$ cat src/rtl/dec_pkg.sv
package dec_pkg;

   localparam int INSN_W = 16;
   localparam int PFX_W  = 12;
   localparam int KMAX_W = 9;

   typedef enum logic [4:0] {
      OP_NOP  = 5'd0,  OP_ADD  = 5'd1,  OP_ADC  = 5'd2,  OP_RSB   = 5'd3,
      OP_RSBC = 5'd4,  OP_AND  = 5'd5,  OP_OR   = 5'd6,  OP_XOR   = 5'd7,
      OP_MUL  = 5'd8,  OP_SMUL = 5'd9,  OP_DIV  = 5'd10, OP_SDIV  = 5'd11,
      OP_MOV  = 5'd12, OP_ROR  = 5'd13, OP_ROL  = 5'd14, OP_LSL   = 5'd15,
      OP_LSR  = 5'd16, OP_ROR16 = 5'd17, OP_ROL16 = 5'd18, OP_SXT = 5'd19
   } alu_op_e;

   typedef enum logic [1:0] {
      AM_OFS = 2'd0, AM_POSTDEC = 2'd1, AM_PREINC = 2'd2
   } addr_mode_e;

   typedef enum logic [2:0] {
      KW_NONE = 3'd0, KW_4 = 3'd1, KW_5 = 3'd2, KW_6 = 3'd3, KW_9 = 3'd4
   } kw_e;

   typedef struct packed {
      alu_op_e           op;
      logic [2:0]        rd;
      logic [2:0]        rs1;
      logic [2:0]        rs2;
      logic              use_imm;
      kw_e               kw;
      logic [KMAX_W-1:0] k;
      logic [1:0]        size;
      logic              load;
      logic              store;
      logic              branch;
      logic              link;
      addr_mode_e        am;
      logic              f_rd;
      logic              f_wr;
      logic              f_clr;
      logic              f_set;
      logic              rti;
      logic              usr_src;
      logic              illegal;
      logic              pfx;
      logic              alt;
      logic [1:0]        alt_ext;
   } dec_t;

endpackage

$ cat src/rtl/dec_pfx_state.sv
module dec_pfx_state
   import dec_pkg::*;
#(
   parameter int IMM_W     = 32,
   parameter bit PFX_CHAIN = 1'b1
) (
   input  logic             clk_i,
   input  logic             rst_ni,
   input  logic             valid_i,
   input  logic             pfx_i,
   input  logic [PFX_W-1:0] pk_i,
   input  logic             alt_i,
   input  logic [1:0]       alt_ext_i,
   output logic [IMM_W-1:0] pend_o,
   output logic [1:0]       ext_o
);

   logic [IMM_W-1:0] pend_q, pend_nxt;
   logic [1:0]       ext_q;

   generate
      if (PFX_CHAIN) begin : g_chain
         assign pend_nxt = (pend_q << PFX_W) | IMM_W'(pk_i);
      end else begin : g_replace
         assign pend_nxt = IMM_W'(pk_i);
      end
   endgenerate

   always_ff @(posedge clk_i) begin
      if (!rst_ni) begin
         pend_q <= '0;
         ext_q  <= 2'd0;
      end else if (valid_i) begin
         if (pfx_i) begin
            pend_q <= pend_nxt;
         end else if (alt_i) begin
            ext_q  <= alt_ext_i;
         end else begin
            pend_q <= '0;
            ext_q  <= 2'd0;
         end
      end
   end

   assign pend_o = pend_q;
   assign ext_o  = ext_q;


   clear_after_plain_chk: assert property (@(posedge clk_i) disable iff (!rst_ni)
      (valid_i && !pfx_i && !alt_i) |=> (pend_o == '0 && ext_o == 2'd0));


   alt_keeps_pfx_chk: assert property (@(posedge clk_i) disable iff (!rst_ni)
      (valid_i && alt_i && !pfx_i) |=> (ext_o == $past(alt_ext_i) && $stable(pend_o)));


   idle_hold_chk: assert property (@(posedge clk_i) disable iff (!rst_ni)
      !valid_i |=> ($stable(pend_o) && $stable(ext_o)));

endmodule

$ cat src/rtl/dec_imm.sv
module dec_imm
   import dec_pkg::*;
#(
   parameter int IMM_W = 32
) (
   input  logic [IMM_W-1:0]  pend_i,
   input  kw_e               kw_i,
   input  logic [KMAX_W-1:0] k_i,
   output logic [IMM_W-1:0]  imm_o
);

   always_comb begin
      case (kw_i)
         KW_4:    imm_o = (pend_i << 4) | IMM_W'(k_i[3:0]);
         KW_5:    imm_o = (pend_i << 5) | IMM_W'(k_i[4:0]);
         KW_6:    imm_o = (pend_i << 6) | IMM_W'(k_i[5:0]);
         KW_9:    imm_o = (pend_i << 9) | IMM_W'(k_i);
         default: imm_o = '0;
      endcase
   end

endmodule

$ cat src/rtl/dec_core.sv
module dec_core
   import dec_pkg::*;
(
   input  logic [INSN_W-1:0] instr_i,
   input  logic [1:0]        ext_i,
   output dec_t              d_o
);

   logic [3:0] grp;
   logic [5:0] sub;
   alu_op_e    md_op;

   assign grp   = instr_i[15:12];
   assign sub   = instr_i[11:6];
   assign md_op = alu_op_e'(5'(OP_MUL) + 5'(ext_i));

   always_comb begin
      d_o     = '0;
      d_o.rd  = instr_i[2:0];
      d_o.rs1 = instr_i[5:3];
      d_o.rs2 = instr_i[8:6];
      d_o.k   = KMAX_W'(instr_i[11:6]);
      case (grp)
         4'h0, 4'h1, 4'h2, 4'h3, 4'h4, 4'h5, 4'h6: begin
            d_o.op      = alu_op_e'(5'(grp) + 5'd1);
            d_o.use_imm = 1'b1;
            d_o.kw      = KW_6;
         end
         4'h7: begin
            d_o.op      = md_op;
            d_o.use_imm = 1'b1;
            d_o.kw      = KW_6;
         end
         4'h8, 4'h9: begin
            d_o.kw  = KW_6;
            d_o.rs2 = instr_i[2:0];
            if (ext_i == 2'd3) begin
               d_o.illegal = 1'b1;
            end else begin
               d_o.size  = ext_i;
               d_o.load  = ~grp[0];
               d_o.store = grp[0];
            end
         end
         4'hA, 4'hB: begin
            d_o.kw     = KW_6;
            d_o.branch = 1'b1;
            d_o.link   = grp[0];
         end
         4'hC: begin
            if (instr_i[11:9] == 3'd7) d_o.op = md_op;
            else                       d_o.op = alu_op_e'(5'(instr_i[11:9]) + 5'd1);
         end
         4'hD: begin
            d_o.op      = OP_MOV;
            d_o.use_imm = 1'b1;
            d_o.kw      = KW_9;
            d_o.k       = instr_i[11:3];
         end
         4'hE: d_o.pfx = 1'b1;
         default: begin
            casez (sub)
               6'b00????: begin
                  d_o.op      = alu_op_e'(5'(OP_ROR) + 5'(instr_i[9:8]));
                  d_o.rs1     = instr_i[2:0];
                  d_o.use_imm = 1'b1;
                  d_o.kw      = KW_5;
                  d_o.k       = KMAX_W'(instr_i[7:3]);
               end
               6'b0100??: begin
                  d_o.op      = OP_MOV;
                  d_o.rti     = instr_i[7];
                  d_o.usr_src = instr_i[6];
               end
               6'b0101??: begin
                  d_o.op  = alu_op_e'(5'(OP_ROR) + 5'(instr_i[7:6]));
                  d_o.rs1 = instr_i[2:0];
                  d_o.rs2 = instr_i[5:3];
               end
               6'b011000: begin
                  d_o.store = 1'b1;
                  d_o.am    = AM_POSTDEC;
                  d_o.rs2   = instr_i[2:0];
               end
               6'b011001: begin
                  d_o.load = 1'b1;
                  d_o.am   = AM_PREINC;
               end
               6'b011010, 6'b011011: begin
                  d_o.op  = instr_i[6] ? OP_ROL16 : OP_ROR16;
                  d_o.rs1 = instr_i[2:0];
                  d_o.rs2 = instr_i[5:3];
               end
               6'b011100: d_o.op = OP_SXT;
               6'b011101: begin
                  case (instr_i[5:3])
                     3'd0: d_o.f_rd = 1'b1;
                     3'd1: begin
                        d_o.f_wr = 1'b1;
                        d_o.rs1  = instr_i[2:0];
                     end
                     3'd2: d_o.f_clr = 1'b1;
                     3'd3: d_o.f_set = 1'b1;
                     3'd4: begin
                        d_o.alt     = 1'b1;
                        d_o.alt_ext = instr_i[1:0];
                     end
                     default: d_o.illegal = 1'b1;
                  endcase
               end
               6'b1000??: begin
                  d_o.op      = instr_i[7] ? OP_ROL16 : OP_ROR16;
                  d_o.rs1     = instr_i[2:0];
                  d_o.use_imm = 1'b1;
                  d_o.kw      = KW_4;
                  d_o.k       = KMAX_W'(instr_i[6:3]);
               end
               default: d_o.illegal = 1'b1;
            endcase
         end
      endcase
   end

endmodule

$ cat src/rtl/insn_prefix_decoder.sv
module insn_prefix_decoder
   import dec_pkg::*;
#(
   parameter int IMM_W     = 32,
   parameter bit PFX_CHAIN = 1'b1
) (
   input  logic             clk_i,
   input  logic             rst_ni,
   input  logic             valid_i,
   input  logic [15:0]      instr_i,
   output logic [4:0]       alu_op_o,
   output logic [2:0]       rd_o,
   output logic [2:0]       rs1_o,
   output logic [2:0]       rs2_o,
   output logic [IMM_W-1:0] imm_o,
   output logic             use_imm_o,
   output logic [1:0]       mem_size_o,
   output logic             load_o,
   output logic             store_o,
   output logic             branch_o,
   output logic             link_o,
   output logic [2:0]       cond_o,
   output logic [1:0]       addr_mode_o,
   output logic             flag_rd_o,
   output logic             flag_wr_o,
   output logic             flag_clr_o,
   output logic             flag_set_o,
   output logic [2:0]       flag_idx_o,
   output logic             rti_o,
   output logic             usr_src_o,
   output logic             illegal_o,
   output logic             prefix_o
);

   generate
      if (IMM_W < PFX_W + KMAX_W) begin : g_bad_imm_w
         $error("IMM_W must hold a prefix plus the widest constant field");
      end
   endgenerate

   dec_t             d;
   logic [IMM_W-1:0] pend;
   logic [1:0]       ext;

   dec_core u_core (
      .instr_i (instr_i),
      .ext_i   (ext),
      .d_o     (d)
   );

   dec_pfx_state #(.IMM_W(IMM_W), .PFX_CHAIN(PFX_CHAIN)) u_state (
      .clk_i     (clk_i),
      .rst_ni    (rst_ni),
      .valid_i   (valid_i),
      .pfx_i     (d.pfx),
      .pk_i      (instr_i[PFX_W-1:0]),
      .alt_i     (d.alt),
      .alt_ext_i (d.alt_ext),
      .pend_o    (pend),
      .ext_o     (ext)
   );

   dec_imm #(.IMM_W(IMM_W)) u_imm (
      .pend_i (pend),
      .kw_i   (d.kw),
      .k_i    (d.k),
      .imm_o  (imm_o)
   );

   assign alu_op_o    = valid_i ? d.op : OP_NOP;
   assign rd_o        = d.rd;
   assign rs1_o       = d.rs1;
   assign rs2_o       = d.rs2;
   assign cond_o      = instr_i[2:0];
   assign flag_idx_o  = instr_i[2:0];
   assign mem_size_o  = d.size;
   assign use_imm_o   = valid_i & d.use_imm;
   assign load_o      = valid_i & d.load;
   assign store_o     = valid_i & d.store;
   assign branch_o    = valid_i & d.branch;
   assign link_o      = valid_i & d.link;
   assign addr_mode_o = valid_i ? d.am : AM_OFS;
   assign flag_rd_o   = valid_i & d.f_rd;
   assign flag_wr_o   = valid_i & d.f_wr;
   assign flag_clr_o  = valid_i & d.f_clr;
   assign flag_set_o  = valid_i & d.f_set;
   assign rti_o       = valid_i & d.rti;
   assign usr_src_o   = valid_i & d.usr_src;
   assign illegal_o   = valid_i & d.illegal;
   assign prefix_o    = valid_i & (d.pfx | d.alt);


   illegal_quiet_chk: assert property (@(posedge clk_i) disable iff (!rst_ni)
      illegal_o |-> (alu_op_o == 5'd0 && !load_o && !store_o && !branch_o &&
                     !flag_rd_o && !flag_wr_o && !flag_clr_o && !flag_set_o &&
                     !rti_o && !prefix_o));


   idle_quiet_chk: assert property (@(posedge clk_i) disable iff (!rst_ni)
      !valid_i |-> ($countones({load_o, store_o, branch_o, illegal_o, prefix_o,
                                flag_rd_o, flag_wr_o, flag_clr_o, flag_set_o}) == 0));


   mem_excl_chk: assert property (@(posedge clk_i) disable iff (!rst_ni)
      $onehot0({load_o, store_o, branch_o}));


   postdec_store_chk: assert property (@(posedge clk_i) disable iff (!rst_ni)
      (addr_mode_o == 2'd1) |-> store_o);


   size_legal_chk: assert property (@(posedge clk_i) disable iff (!rst_ni)
      (load_o || store_o) |-> (mem_size_o != 2'd3));

endmodule

$ cat config.mk
export PLATFORM = sky130hd
export DESIGN_NAME = insn_prefix_decoder
export DESIGN_NICKNAME = d
export VERILOG_FILES = /design/src/rtl/dec_pkg.sv /design/src/rtl/dec_pfx_state.sv /design/src/rtl/dec_imm.sv /design/src/rtl/dec_core.sv /design/src/rtl/insn_prefix_decoder.sv
export SDC_FILE = /design/constraint.sdc
export NUM_CORES = 1
export LEC_CHECK = 0
export ABC_AREA = 1
export CORE_UTILIZATION = 54
export CTS_BUF_LIST = sky130_fd_sc_hd__clkbuf_4 sky130_fd_sc_hd__clkbuf_8 sky130_fd_sc_hd__clkbuf_16
export CTS_CLUSTER_DIAMETER = 60
export DETAILED_ROUTE_END_ITERATION = 10
export GPL_ROUTABILITY_DRIVEN = 1
export PLACE_DENSITY = 0.88
export SKIP_CTS_REPAIR_TIMING = 1
export SYNTH_ARGS = -nofsm -noshare
export SYNTH_HDL_FRONTEND = slang
export SYNTH_SLANG_ARGS = --single-unit
$ cat constraint.sdc
create_clock -name clk_i -period 4.39 [get_ports clk_i]
set_input_delay 0.878 -clock clk_i [delete_from_list [all_inputs] [get_ports clk_i]]
set_output_delay 0.878 -clock clk_i [all_outputs]
set_load 0.02 [all_outputs]
==> results of run 1 <==
kinds of logic (layout without fill, tap and decap cells):
| group | Yosys count | count (layout) | share of synthesized area, % |
|---|---|---|---|
| AOI/OAI and AO/OA | 103 | 103 | 19.5 |
| xor gates and xnor gates | 1 | 1 | 0.263 |
| adders and majority gates | 8 | 8 | 3.01 |
| buffers and inverters | 82 | 162 | 12.9 |
| DFF | 30 | 30 | 18.1 |
| and+or+nand+nor | 313 | 313 | 46.3 |
layout by cell type (no fill, tap or decap), types with 2 or more instances in the layout:
master and n:
nor2_1 28, nand3_4 3, nor2_8 4, clkdlybuf4s50_1 36, buf_4 20, nand3_1 53, nand4_1 9, nor3_1 10
dfxtp_1 30, o21ai_0 28, nand2_1 176, o211ai_1 3, clkbuf_8 6, nor2_4 2, a21oi_1 28, a21oi_2 10
o21ai_1 2, inv_1 38, inv_2 5, nand2_4 7, dlymetal6s2s_1 51, a22oi_1 26, nand3_2 3, nand2_2 14
buf_12 2, ha_1 8
per-stage QoR:
step	setup WS, ns	total power [W]	hold slack, ns	util, %
floorplan	1.03	0.000500	0.439	-
global placement	0.0232	0.000620	0.459	71.4
detailed placement	-0.0264	0.000622	0.465	71.4
CTS	-0.0267	0.000853	0.472	73.0
global route	0.00289	0.000892	0.501	75.2
finish	0.153	0.000851	0.475	75.2
final timing paths:
check                           from            endpoint  slack (ns)
setup / recovery         instr_i[13]            rs1_o[0]        0.15
hold / removal    u_state.pend_o[27]  u_state.pend_o[27]        0.47
setup reg to reg   u_state.pend_o[0]  u_state.pend_o[12]        3.45
hold reg to reg   u_state.pend_o[27]  u_state.pend_o[27]        0.47
cell type report:
class / count / area, sq um
clock buffers: 6 / 82.6
clock inverters: 2 / 12.5
fillers: 464 / 1470
inverters: 45 / 174
multi-input cells: 425 / 2300
flip-flops and latches: 30 / 601
well taps: 75 / 93.8
repair buffers: 109 / 1190
synth_stat cells, types with 2 or more instances:
| cell | n |
|---|---|
| buf_2 | 7 |
| a22oi_1 | 26 |
| a21oi_2 | 10 |
| nand2_4 | 7 |
| nand3_2 | 3 |
| clkbuf_1 | 11 |
| dfxtp_1 | 30 |
| inv_1 | 38 |
| o211ai_1 | 3 |
| inv_2 | 5 |
| nand4_1 | 9 |
| nor2_4 | 2 |
| buf_4 | 12 |
| nand3_1 | 53 |
| nand2_2 | 13 |
| nor3_1 | 10 |
| a21oi_1 | 28 |
| buf_8 | 3 |
| nand3_4 | 3 |
| nand2_1 | 177 |
| o21ai_0 | 28 |
| nor2_1 | 28 |
| o21ai_1 | 2 |
| buf_6 | 4 |
| nor2_8 | 4 |
| ha_1 | 8 |
state kept, by name, indices dropped and copies added, names as in the netlist:
register	count
u_state.ext_o	2
u_state.pend_o	28
power by group:
part           switching (W)  leakage, nW  internal (W)
clock               0.000108       0.0472      0.000126
sequential        0.00000282        0.242      0.000274
combinational       0.000211         2.41      0.000130
critical path, cell delays in order:
cell and delay [ns]:
clkdlybuf4s50_1 0.55, inv_1 0.09, ha_1 0.23, nor2_1 0.20, nand3_4 0.14, nand2_4 0.12, nand2_4 0.07, nor2_8 0.17
buf_12 0.16, nand2_1 0.07, nand2_1 0.05, nand2_1 0.07, clkdlybuf4s50_1 0.54
per-layer routing:
layer  vias to the layer above  global-route usage, %
li1                       1940                      -
met1                      1835                   47.0
met2                       234                   52.5
met3                        22                   6.59
met4                         0                   7.50
met5                         -                      0
==> impl_metrics.toml, run 1 <==
[placed_design]
placed_cell_area_sq_mm = 0.00423
hpwl_mm = 7.64
gp_congestion = 0.948
io_buffers = 87
dp.cells = 684

[drt]
highest_layer = "met4"
ant_nets = 0
wire_per_inst_microns = 15.3
wl_met3_microns = 982
drt-met1-wl_mm = 4.50
totalWireLength_mm = 10.6
vias = 4031
drc = 0
drt-initial-drc-count = 492
drt_first_pass_iters = 5
wl_met2_mm = 4.96
vias_per_cell = 5.83

[critical_path]
setup.worst_path.end_class = "output pin"
cp-start-kind = "input port"
crit_type = "input port to output pin"
crit_fanout = 15
reg2reg_depth = 2
worstPathRequired_ns = 3.51
cp.arrival_ns = 3.36

[clock_network]
htree_levels = 2
cts_root_buf = "clkbuf_8"
clkTransAtPathRegs_ns = 0.06
cts_tree = "yes"
worstSkewPairLatency_ns = 0.29
cts_buffers = 5
cts_buffer_depth = 2
cts.sinks = 30

[synthesis]
synth_seq_cells = 30
synth.top_cell.area_share_pct = 20.0
synth.avg_cell_area_sq_um = 6.20
synthDistinctLibCells = 39
syn_nets = 564
synth_flop_cell = "dfxtp_1"
yosysTopAreaCell = "nand2_1"
ys_seq_area_share_pct = 18.1
async_flop_share_pct = 0
syn_area_sq_mm = 0.00333
synth_area_leaders = "nand2_1, dfxtp_1, nand3_1"
synth_edf_count = 0
yosys_warnings = 0
synth_cells = 537

[cells_and_area]
layout.nets = 643
drive_above_1_share_pct = 13.5
area_delta_synth_final_pct = 33.8
final_cells = 692
final_area_sq_mm = 0.00445
n_antenna_cell = 0

[timing]
hold_viol = 0
fin_crit_sh_pct = 96.5
skew_ns = 0.0103
worst_pin_slew_ns = 1.11
relSlewSlack_pct = 26.1
tns_ns = 0
rsz0062_at_grt = "false"
min_period_ns = 4.24
setup_viol = 0
final_max_slew_viol_count = 0
max_clock_freq_mhz = 236

[floorplanning]
ios = 88
die_h_microns = 80.5
row_count = 28
die_w_microns = 80.5
start_util_pct = 56.2
die_area_sq_mm = 0.00648
core_sq_mm = 0.00592

[worst_hold_path]
min_path_type = "register to register"
hold_depth = 2

[power_and_ir_drop]
powerDensity_mw_per_mm2 = 191
p_leak_nw = 2.70
ir_drop_uv = 207

[grt]
grt_pass1_wl_mm = 17.1
antenna_found_initial = 0
grt_overflow_total = 0
grt_pass1_vias = 3560
grt_max_degree = 30
grt_usage_pct = 33.6

[flow_run]
cap_violations = 0

[status]
outcome = "complete, no violations"
No activity file was read; power rests on OpenSTA's default activity.
==> run 2: changes to the inputs <==
- CORE_UTILIZATION: 54 -> 45
- PLACE_DENSITY: 0.88 -> 0.75
- clock period: 4.39 -> 4.49 ns (I/O delays scaled with it)
==> run 2 against run 1 <==
Net effect: final area down 0.53%; cell count up 2.9%; worst setup slack worse by 0.018 ns; largest power group unchanged.
==> impl_metrics.toml, run 2 (synthesis gave the netlist of run 1 again) <==
[status]
outcome = "complete, no violations"

[critical_path]
crit_fanout = 8
startpoint = "instr_i[13]"
cp.arrival_ns = 3.46
worstPathRequired_ns = 3.59
r2r-start = "u_state.pend_o[15]"
crit_type = "input port to output pin"
cp-start-kind = "input port"
setup.worst_path.end_class = "output pin"

[timing]
fin_crit_sh_pct = 97.0
tns_ns = 0
rsz0062_at_grt = "false"
worst_pin_slew_ns = 1.05
relSlewSlack_pct = 30.2
hold_viol = 0
skew_ns = 0.00134
setup_ws_ns = 0.135
max_clock_freq_mhz = 230
setup_viol = 0
final_max_slew_viol_count = 0
min_period_ns = 4.36

[clock_network]
worstSkewPairLatency_ns = 0.28
clkTransAtPathRegs_ns = 0.06
htree_levels = 2
cts_buffers = 5
cts_root_buf = "clkbuf_8"
cts_buffer_depth = 2
cts.sinks = 30
cts_tree = "yes"

[cells_and_area]
final_common_cell = "nand2_1"
layout.nets = 642
area_delta_synth_final_pct = 33.1
final_cell_mix = "nand2_1, nand3_1, clkdlybuf4s50_1, dlymetal6s2s_1, inv_1"
n_antenna_cell = 0
drive_above_1_share_pct = 13.3
largest_register_ff_count = 28

[grt]
grt_pass1_vias = 3574
grt_pass1_wl_mm = 17.4
grt_usage_pct = 28.2
antenna_found_initial = 0
grt_max_degree = 30
grt_overflow_total = 0

[floorplanning]
ios = 88
die_w_microns = 88.0
row_count = 30
die_area_sq_mm = 0.00774
die_h_microns = 88.0
start_util_pct = 47.7
core_sq_mm = 0.00698

[flow_run]
cap_violations = 0

[drt]
drc = 0
totalWireLength_mm = 10.5
wire_per_inst_microns = 14.7
drt_first_pass_iters = 5
vias = 3917
drt-initial-drc-count = 285
ant_nets = 0
vias_per_cell = 5.50

[power_and_ir_drop]
powerDensity_mw_per_mm2 = 188
ir_drop_uv = 130
p_leak_nw = 2.50

[placed_design]
dp_slack_ns = 0.0383
io_buffers = 87
gp_congestion = 0.902
hpwl_mm = 7.67

[worst_hold_path]
min_path_type = "register to register"
hold_start = "u_state.pend_o[26]"
## run 2: changes by cell type in the layout (fill, tap and decap cells not counted)
cell / delta
dlymetal6s2s_1: -12
buf_12: -1
clkinvlp_4: -1
clkdlybuf4s50_1: +12
clkbuf_4: +1
## run 2: where the power goes
part	internal, W	switching, W
clock	0.000130	0.000103
combinational	0.000126	0.000205
sequential	0.000268	0.00000266
total	0.000523	0.000311
## run 2: worst paths after layout
kind	to	slack (ns)	cells after the start
worst max-delay path	alu_op_o[1]	0.13	12
worst min-delay path	u_state.pend_o[26]	0.48	2
worst max register to register	u_state.pend_o[27]	3.64	2
worst min register to register	u_state.pend_o[26]	0.48	2
## run 2: area by class of cell
class / instances / area, sq um
repair buffers: 108 / 1140
clock buffers: 7 / 90.1
multi-input cells: 425 / 2300
well taps: 96 / 120
fillers: 656 / 2550
clock inverters: 1 / 5.00
inverters: 45 / 174
flip-flops and latches: 30 / 601
## run 2: stage by stage
step / instance area (sq um) / util [%] / total power [W] / hold slack, ns / cells
after floorplan: 3330 / - / 0.000489 / 0.439 / 537
after global placement: 4220 / 60.5 / 0.000603 / 0.451 / 703
after detailed placement: 4220 / 60.5 / 0.000605 / 0.475 / 703
after CTS: 4320 / 61.9 / 0.000834 / 0.485 / 711
after global routing: 4430 / 63.4 / 0.000873 / 0.501 / 712
final: 4430 / 63.4 / 0.000834 / 0.484 / 712
## run 2: critical path, stage by stage
cell	delay, ns
clkdlybuf4s50_1	0.55
inv_1	0.08
ha_1	0.22
nor2_1	0.20
nand3_4	0.14
nand2_4	0.12
nand2_4	0.07
nor2_8	0.15
buf_4	0.18
o21ai_0	0.09
nor2_1	0.12
clkdlybuf4s50_1	0.63
## run 2: metal layers
layer	wire (microns)	vias to the layer above	GRT usage, %
met5	0	-	0
met4	77	0	4.17
met3	733	12	4.15
met2	4870	158	46.5
met1	4790	1813	39.6
li1	-	1934	-
